### config.mk
export PLATFORM = sky130hd
export DESIGN_NAME = key_port_irq
export DESIGN_NICKNAME = d
export VERILOG_FILES = /design/src/rtl/key_port_pkg.sv /design/src/rtl/key_sync.sv /design/src/rtl/key_filter.sv /design/src/rtl/key_edge_flag.sv /design/src/rtl/key_port_irq.sv
export SDC_FILE = /design/constraint.sdc
export NUM_CORES = 1
export LEC_CHECK = 0
export BUFFER_PORTS_ARGS = -buffer_cell sky130_fd_sc_hd__buf_2
export CAP_MARGIN = 15
export CORE_ASPECT_RATIO = 1.5
export CORE_MARGIN = 8
export CORE_UTILIZATION = 30
export DETAILED_ROUTE_END_ITERATION = 8
export GPL_TIMING_DRIVEN = 0
export PLACE_DENSITY = 0.45
export SLEW_MARGIN = 15
export SYNTH_ARGS = -nofsm -noshare
export SYNTH_HDL_FRONTEND = slang
export SYNTH_HIERARCHICAL = 1
export SYNTH_SLANG_ARGS = --single-unit
### constraint.sdc
create_clock -name clk_i -period 1.7 [get_ports clk_i]
set_clock_uncertainty 0.1 [all_clocks]
set_input_delay 0.255 -clock clk_i [delete_from_list [all_inputs] [get_ports clk_i]]
set_output_delay 0.255 -clock clk_i [all_outputs]
set_load 0.01 [all_outputs]
### src/rtl/key_port_pkg.sv
package key_port_pkg;
  localparam int ADDR_W = 12;
  localparam int DATA_W = 4;
  localparam logic [ADDR_W-1:0] ADDR_PORT = 12'h0E0;
  localparam logic [ADDR_W-1:0] ADDR_EN   = 12'h0E8;
  localparam logic [ADDR_W-1:0] ADDR_FLAG = 12'h0ED;
endpackage

### src/rtl/key_sync.sv
module key_sync #(
  parameter int W = 4
) (
  input  logic         clk_i,
  input  logic         rst_ni,
  input  logic [W-1:0] d_i,
  output logic [W-1:0] q_o
);
  logic [W-1:0] s1_q, s2_q;

  always_ff @(posedge clk_i or negedge rst_ni) begin
    if (!rst_ni) begin
      s1_q <= '0;
      s2_q <= '0;
    end else begin
      s1_q <= d_i;
      s2_q <= s1_q;
    end
  end

  assign q_o = s2_q;

  // second stage follows first stage one cycle later
  p_sync_chain_r1: assert property (@(posedge clk_i) disable iff (!rst_ni)
    1'b1 |=> s2_q == $past(s1_q));
endmodule

### src/rtl/key_filter.sv
module key_filter #(
  parameter int W           = 4,
  parameter int FILT_CYCLES = 1000
) (
  input  logic         clk_i,
  input  logic         rst_ni,
  input  logic [W-1:0] d_i,
  input  logic [W-1:0] sel_i,
  output logic [W-1:0] q_o
);
  localparam int CW = $clog2(FILT_CYCLES + 1);
  localparam logic [CW-1:0] LAST = CW'(FILT_CYCLES - 1);

  for (genvar i = 0; i < W; i++) begin : g_pin
    logic [CW-1:0] cnt_q;
    logic          filt_q;
    logic          diff;

    assign diff = d_i[i] ^ filt_q;

    always_ff @(posedge clk_i or negedge rst_ni) begin
      if (!rst_ni) begin
        cnt_q  <= '0;
        filt_q <= 1'b0;
      end else if (!sel_i[i]) begin
        // bypass: track input so a later switch to filtering starts clean
        cnt_q  <= '0;
        filt_q <= d_i[i];
      end else if (!diff) begin
        cnt_q  <= '0;
      end else if (cnt_q == LAST) begin
        cnt_q  <= '0;
        filt_q <= d_i[i];
      end else begin
        cnt_q  <= cnt_q + 1'b1;
      end
    end

    assign q_o[i] = sel_i[i] ? filt_q : d_i[i];

    // filtered level moves only after a full run of differing samples
    p_filt_hold_r7: assert property (@(posedge clk_i) disable iff (!rst_ni)
      ($past(sel_i[i]) && (filt_q != $past(filt_q))) |-> $past(cnt_q) == LAST);
    // counter never passes its limit
    p_filt_cnt_r7: assert property (@(posedge clk_i) disable iff (!rst_ni)
      cnt_q <= LAST);
  end
endmodule

### src/rtl/key_edge_flag.sv
module key_edge_flag #(
  parameter int W = 4
) (
  input  logic         clk_i,
  input  logic         rst_ni,
  input  logic [W-1:0] lvl_i,
  input  logic [W-1:0] en_i,
  input  logic         clr_i,
  output logic         flag_o
);
  logic [W-1:0] gated, prev_q, rise;
  logic         flag_q;

  assign gated = lvl_i & en_i;
  assign rise  = gated & ~prev_q;

  always_ff @(posedge clk_i or negedge rst_ni) begin
    if (!rst_ni) begin
      prev_q <= '0;
      flag_q <= 1'b0;
    end else begin
      prev_q <= gated;
      if (|rise)      flag_q <= 1'b1;  // set beats clear
      else if (clr_i) flag_q <= 1'b0;
    end
  end

  assign flag_o = flag_q;

  // flag rises only after an armed rising level
  p_flag_cause_r4: assert property (@(posedge clk_i) disable iff (!rst_ni)
    $rose(flag_q) |-> $past(|rise));
  // a pending edge always lands, even against a clear
  p_set_wins_r9: assert property (@(posedge clk_i) disable iff (!rst_ni)
    (|rise) |=> flag_q);
  // read clears the flag when nothing new arrives
  p_clear_r5: assert property (@(posedge clk_i) disable iff (!rst_ni)
    (clr_i && !(|rise)) |=> !flag_q);
endmodule

### src/rtl/key_port_irq.sv
module key_port_irq
  import key_port_pkg::*;
#(
  parameter int NUM_KEYS    = 4,
  parameter int FILT_CYCLES = 1000
) (
  input  logic                clk_i,
  input  logic                rst_ni,
  input  logic [NUM_KEYS-1:0] key_i,
  input  logic [NUM_KEYS-1:0] filt_sel_i,
  input  logic [ADDR_W-1:0]   addr_i,
  input  logic                rd_i,
  input  logic                wr_i,
  input  logic [DATA_W-1:0]   wdata_i,
  output logic [DATA_W-1:0]   rdata_o,
  output logic                irq_o
);
  logic [NUM_KEYS-1:0] sync_lvl, filt_lvl, en_q;
  logic                en_wr, flag_rd, flag;
  logic [DATA_W-1:0]   port_word, en_word;

  key_sync #(.W(NUM_KEYS)) u_sync (
    .clk_i (clk_i),
    .rst_ni(rst_ni),
    .d_i   (key_i),
    .q_o   (sync_lvl)
  );

  key_filter #(.W(NUM_KEYS), .FILT_CYCLES(FILT_CYCLES)) u_filter (
    .clk_i (clk_i),
    .rst_ni(rst_ni),
    .d_i   (sync_lvl),
    .sel_i (filt_sel_i),
    .q_o   (filt_lvl)
  );

  assign en_wr   = wr_i && (addr_i == ADDR_EN);
  assign flag_rd = rd_i && (addr_i == ADDR_FLAG);

  always_ff @(posedge clk_i or negedge rst_ni) begin
    if (!rst_ni)    en_q <= '0;
    else if (en_wr) en_q <= wdata_i[NUM_KEYS-1:0];
  end

  key_edge_flag #(.W(NUM_KEYS)) u_flag (
    .clk_i (clk_i),
    .rst_ni(rst_ni),
    .lvl_i (filt_lvl),
    .en_i  (en_q),
    .clr_i (flag_rd),
    .flag_o(flag)
  );

  always_comb begin
    port_word = '0;
    en_word   = '0;
    port_word[NUM_KEYS-1:0] = sync_lvl;
    en_word[NUM_KEYS-1:0]   = en_q;
    rdata_o = '0;
    if (rd_i) begin
      unique case (addr_i)
        ADDR_PORT: rdata_o = port_word;
        ADDR_EN:   rdata_o = en_word;
        ADDR_FLAG: rdata_o[0] = flag;
        default:   rdata_o = '0;
      endcase
    end
  end

  assign irq_o = flag;

  // enable bits change only through a write to their address
  p_en_write_only_r2: assert property (@(posedge clk_i) disable iff (!rst_ni)
    (en_q != $past(en_q)) |-> $past(en_wr));
  // with every line masked the request cannot rise
  p_mask_all_r2: assert property (@(posedge clk_i) disable iff (!rst_ni)
    (en_q == '0) |=> !$rose(irq_o));
  // bus is quiet without a read strobe
  p_idle_bus_r10: assert property (@(posedge clk_i) disable iff (!rst_ni)
    !rd_i |-> rdata_o == '0);
endmodule

== Word-level counts from Yosys, hierarchy flattened ==
Cells that the tools add are included.

* Reduce and logical (&&, ||, !) cells: 8
* Equal/unequal tests: 15
* Add/subtract/negate cells: 4
* Bitwise operators: 7
* Mux-type cells: 33

{| class="wikitable"
|+ Operators by type and width
! kind !! number
|-
| $mux 10 || 12
|-
| $add 10x1->10 const B || 4
|-
| $eq 10x10->1 const B || 4
|-
| $eq 12x8->1 const B || 3
|-
| $mux 1 || 18
|-
| $ne 2x1->1 const B || 8
|-
| $and 4x4->4 || 2
|-
| $reduce_and 2->1 || 4
|-
| $pmux 3 s2 || 1
|-
| $mux 4 || 1
|-
| $not 4->4 || 1
|-
| $reduce_or 4->1 || 1
|-
| $xor 1x1->1 || 4
|-
| $pmux 1 s3 || 1
|-
| $logic_and 1x1->1 || 2
|-
| $reduce_bool 2->1 || 1
|}

* Flip-flop bits (word level): 61
* Word-level logic and storage cells: 80
* Input bits: 28
* Output and inout port bits: 5

== Logic depth before layout (Yosys ltp) ==
* Depth after elaboration: 5
* Gate-level depth with buffers: 5
* Depth with buffers taken out: 5

== By module ==
The synthesis kept the hierarchy.

{| class="wikitable"
|+ Modules (own cells, without submodules)
! module !! seq. area each (um2) !! instances !! area an instance (um2) !! cells an instance
|-
| key_filter || 1101.1 || 1 || 2172.1 || 202
|-
| key_port_irq || 100.1 || 1 || 325.3 || 27
|-
| key_sync || 200.2 || 1 || 200.2 || 8
|-
| key_edge_flag || 125.1 || 1 || 185.2 || 17
|}

== Least setup slack after synthesis ==
Ideal clock, no wire load.

* Path kind: register to register
* Start: register u_filter.g_pin[3].cnt_q[0]
* End: register u_filter.g_pin[3].filt_q
* Slack: 0.142 ns
* Arrival time: 1.333 ns
* Required time: 1.475 ns
* Setup time: 0.125 ns
* Cell stages (with the launch flop): 5
* Cell sequence: dfrtp_1 -> ha_1 -> nand4b_1 -> o31ai_1 -> mux2_2

* Longest elaborated chain between the ends: 3

{| class="wikitable"
|+ RTL lines
! item !! line !! text
|-
| from (decl) || key_filter.sv:15 || <nowiki>logic [CW-1:0] cnt_q;</nowiki>
|-
| from (signal assigned) || key_filter.sv:35 || <nowiki>cnt_q <= cnt_q + 1'b1;</nowiki>
|-
| $eq 10x10->1 || key_filter.sv:31 || <nowiki>end else if (cnt_q == LAST) begin</nowiki>
|-
| $ne 2x1->1 (no line) || -- ||
|-
| $reduce_and 2->1 (no line) || -- ||
|-
| to (signal assigned) || key_filter.sv:28 || <nowiki>filt_q <= d_i[i];</nowiki>
|-
| to (signal assigned) || key_filter.sv:33 || <nowiki>filt_q <= d_i[i];</nowiki>
|-
| to (decl) || key_filter.sv:16 || <nowiki>logic filt_q;</nowiki>
|}

Every way passes these cells.
A chain may end at the register's enable or synchronous reset.

== Worst setup path after layout ==
* Start: register en_q[0]
* End: output port rdata_o[0]

* Longest elaborated chain between the ends: 2

{| class="wikitable"
|+ RTL lines
! item !! line !! text
|-
| from (decl) || key_port_irq.sv:18 || <nowiki>logic [NUM_KEYS-1:0] sync_lvl, filt_lvl, en_q;</nowiki>
|-
| from (signal assigned) || key_port_irq.sv:42 || <nowiki>else if (en_wr) en_q <= wdata_i[NUM_KEYS-1:0];</nowiki>
|-
| $pmux 1 s3 || key_port_irq.sv:61 || <nowiki>unique case (addr_i)</nowiki>
|-
| $mux 4 || key_port_irq.sv:60 || <nowiki>if (rd_i) begin</nowiki>
|-
| to (decl) || key_port_irq.sv:15 || <nowiki>output logic [DATA_W-1:0] rdata_o,</nowiki>
|}

Every way passes these cells.

==> summary.txt <==
Final layout
  – Share of layout cells above drive strength 1: 29.7%
  – Antenna cell count: 0
  – Area delta synth->final: 29.5%
  – Final net count: 344

Worst setup path
  – Worst path bufs/invs: 1
  – Worst Setup Start Kind: flip-flop
  – CP required: 1340 ps
  – R2R depth: 4
  – Worst path slowest cell: dfrtp_1
  – Crit path largest cell delay: 370 ps
  – CP Cell Sequence: mux2_2 -> a22oi_1 -> nor2_1 -> buf_2
  – Reg2reg start: u_filter/g_pin[3].cnt_q[0]$_DFF_PN0_
  – CP Depth: 4
  – Flop-to-flop setup slack: 70 ps
  – RR Endpoint: u_filter/g_pin[3].filt_q$_DFFE_PN0P_
  – Cell family with most CP delay: flip-flops
  – CP Class: reg2out
  – Worst-path maximum fanout: 2
  – CP endpoint kind: output port
  – Worst EP arrival: 1300 ps
  – CP Launch Point: en_q[0]$_DFFE_PN0P_
  – Worst Setup EP: rdata_o[0]

Power
  – Clock power share: 48.3%
  – Combinational share of power: 7.8%
  – Sw Ratio: 22.7%
  – Power per Cell Area: 931 nW/um^2
  – Leak: 0.00156 uW
  – Reg power frac: 44.0%
  – Pint: 2690 uW
  – VDD IR-drop max: 0.530 mV
  – Tot Pwr: 3470 uW
  – Net Sw Power: 789 uW

Worst hold path
  – Hold Path Class: in2reg

Die
  – Die Y-Extent: 136 um
  – Total core area: 9520 sq um
  – Core Rows: 44
  – Die Wd: 96.0 um
  – Starting density of the core: 30.3%
  – # IOs: 33
  – Die ar.: 13100 sq um

Logic synthesis
  – Sequential fraction of the synthesis area: 53.0%
  – Post-Syn Area: 2880 sq um
  – Yosys warning total: 6
  – Syn_nets: 286
  – Mapped Cells: 254
  – Top post-synthesis cells by area: dfrtp_1 (53%), mux2_2 (3.5%), a21oi_1 (3.5%)
  – Yosys cell types: 37
  – Post-synth EDFFs: 0
  – Synthesized area per cell: 11.3 sq um
  – Post-synth top area share: 53.0%
  – Post-synth top area cell: dfrtp_1
  – Register bit total from synthesis: 61
  – Top cells by count, synth: dfrtp_1 (61), nor2_1 (24), a21oi_1 (20), inv_1 (14)
  – Most frequent cell after synthesis: dfrtp_1
  – Ys async rst share: 100%
  – Top FF cell, synth: dfrtp_1

Placement
  – Port Buffers: 31
  – GPL Wtd Cong: 0.720
  – Final HPWL DP: 4.41 mm

Routing
  – DR vias/cell: 4.94
  – Initial detailed-routing violation count: 48
  – DRT Pass-1 Iters: 4
  – Post-Route WL: 6.25 mm
  – DRC violations left: 0
  – DR vias: 2133
  – DR WL/cell: 14.5 um
  – Final ANT Viol Nets: 0

STA
  – Fin crit share: 97.5%
  – Relative slew margins: 65.8%
  – Period minus WS final: 1660 ps
  – Finish-stage setup viols: 0
  – Max Freq: 603 MHz
  – Final hold viol count: 0
  – Final Max Slew Viols: 0
  – Setup_tns: 0 ps
  – Worst Max-Slew Pin Slew: 512 ps

Clock tree
  – CTS buffer count: 9
  – CTS max path bufs: 2
  – Worst-path clk slew: 50 ps
  – TritonCTS Sinks: 61
  – Clk root buf: clkbuf_16
  – Clk_lat worst skew: 320 ps
  – CTS tree: done
  – CTS H-tree lvls: 3

Global routing
  – Initial antenna violation count: 0
  – Vias in the first global route: 2102
  – Global-route wire length before repair: 10.4 mm
  – Gr ovfl total: 0
  – Largest net degree at the start of global routing: 32
  – Total GRT Usage: 10.4%

Status
  – Status: finished, final reports clean

Flow run
  – # Max-Cap Violations: 0
[per-layer routing]
layer | wire [um] | vias up | GRT usage [%] | share of wire [%]
met5 | 0 | - | 0 | 0
met1 | 2780 | 1038 | 12.4 | 44
met4 | 141 | 0 | 6.01 | 2.3
li1 | - | 1051 | - | -
met2 | 2960 | 36 | 15.9 | 47
met3 | 367 | 8 | 3.15 | 5.9
[final cells by class]
class	instances	area (sq um)
Clock buffer	12	256
Buffer	2	12.5
Inverter	14	52.6
Clock inverter	4	22.5
Tap cell	115	144
Timing Repair Buffer	47	328
Sequential cell	61	1530
Multi-Input combinational cell	177	1390
Fill cell	941	5790
[how the worst min path moves through the flow]
stage	depth (start not counted)	from	slack, ps	endpoint
after floorplan	0	rst_ni	-140	en_q[0]$_DFFE_PN0P_
after global placement	0	u_sync/s1_q[2]$_DFF_PN0_	230	u_sync/q_o[2]$_DFF_PN0_
after detailed placement	1	rst_ni	130	u_filter/g_pin[1].cnt_q[5]$_DFF_PN0_
after CTS	2	wdata_i[1]	50	en_q[1]$_DFFE_PN0P_
after global routing	2	wdata_i[1]	50	en_q[1]$_DFFE_PN0P_
final	2	wdata_i[1]	60	en_q[1]$_DFFE_PN0P_
[cell families after synthesis]
kind of cell,Yosys count,share of synthesized area (%)
buf+inv,16,2.26
mux,16,6.64
xor+xnor,16,4.86
compound gates,52,12.3
simple gates,89,19.3
flops,61,53.0
fa+ha+maj,4,1.74
[cells in the final DEF, fill, tap and decap left out, types with 5 or more instances in the layout]
cell type      instances
clkbuf_16              9
xor2_1                11
nor2_1                22
xnor2_1                5
dfrtp_1               61
buf_2                 31
or3_1                 10
dlygate4sd3_1          5
o31ai_1                9
buf_4                 10
a21oi_1               20
or4_1                  8
o21ai_0               12
nand4_1                5
nand4b_1               5
mux2_2                 9
nand2_1               10
inv_1                 14
nand3_1               12
[state kept, by name, summed over array words and instances, names as in the netlist]
| register | flops |
|---|---|
| en_q | 4 |
| u_filter/g_pin.cnt_q | 40 |
| u_sync/s1_q | 4 |
| u_flag/prev_q | 4 |
| u_sync/q_o | 4 |
| u_filter/g_pin.filt_q | 4 |
| u_flag/flag_o | 1 |
[stage by stage]
step	instance area (sq um)	worst slack, ps	hold slack (ps)	util [%]	cells
finish	3730	42.0	63.6	39.2	432
global route	3730	-22.1	54.7	39.2	432
CTS	3600	6.55	52.3	37.8	425
detailed placement	3200	-134	126	33.6	401
global placement	3180	-126	232	33.4	400
floorplan	2880	142	-141	-	254
[power by group through the flow]
| stage | Sequential, uW | Clock, uW | Combinational [uW] |
|---|---|---|---|
| global route | 1530 | 1780 | 304 |
| finish | 1530 | 1680 | 269 |
| detailed placement | 1550 | 0 | 208 |
| floorplan | 1540 | 0 | 105 |
| CTS | 1520 | 1740 | 241 |
| global placement | 1540 | 0 | 200 |
[timing repair]
item                                   CTS  global route
resized for setup                        4            12
gates cloned                             0             0
pin swaps                                2            12
hold buffers                             5             0
setup endpoints to repair               40            44
setup buffers                            3             7
endpoints found under the hold margin   34             0
Power figures use the tool's default switching activity.
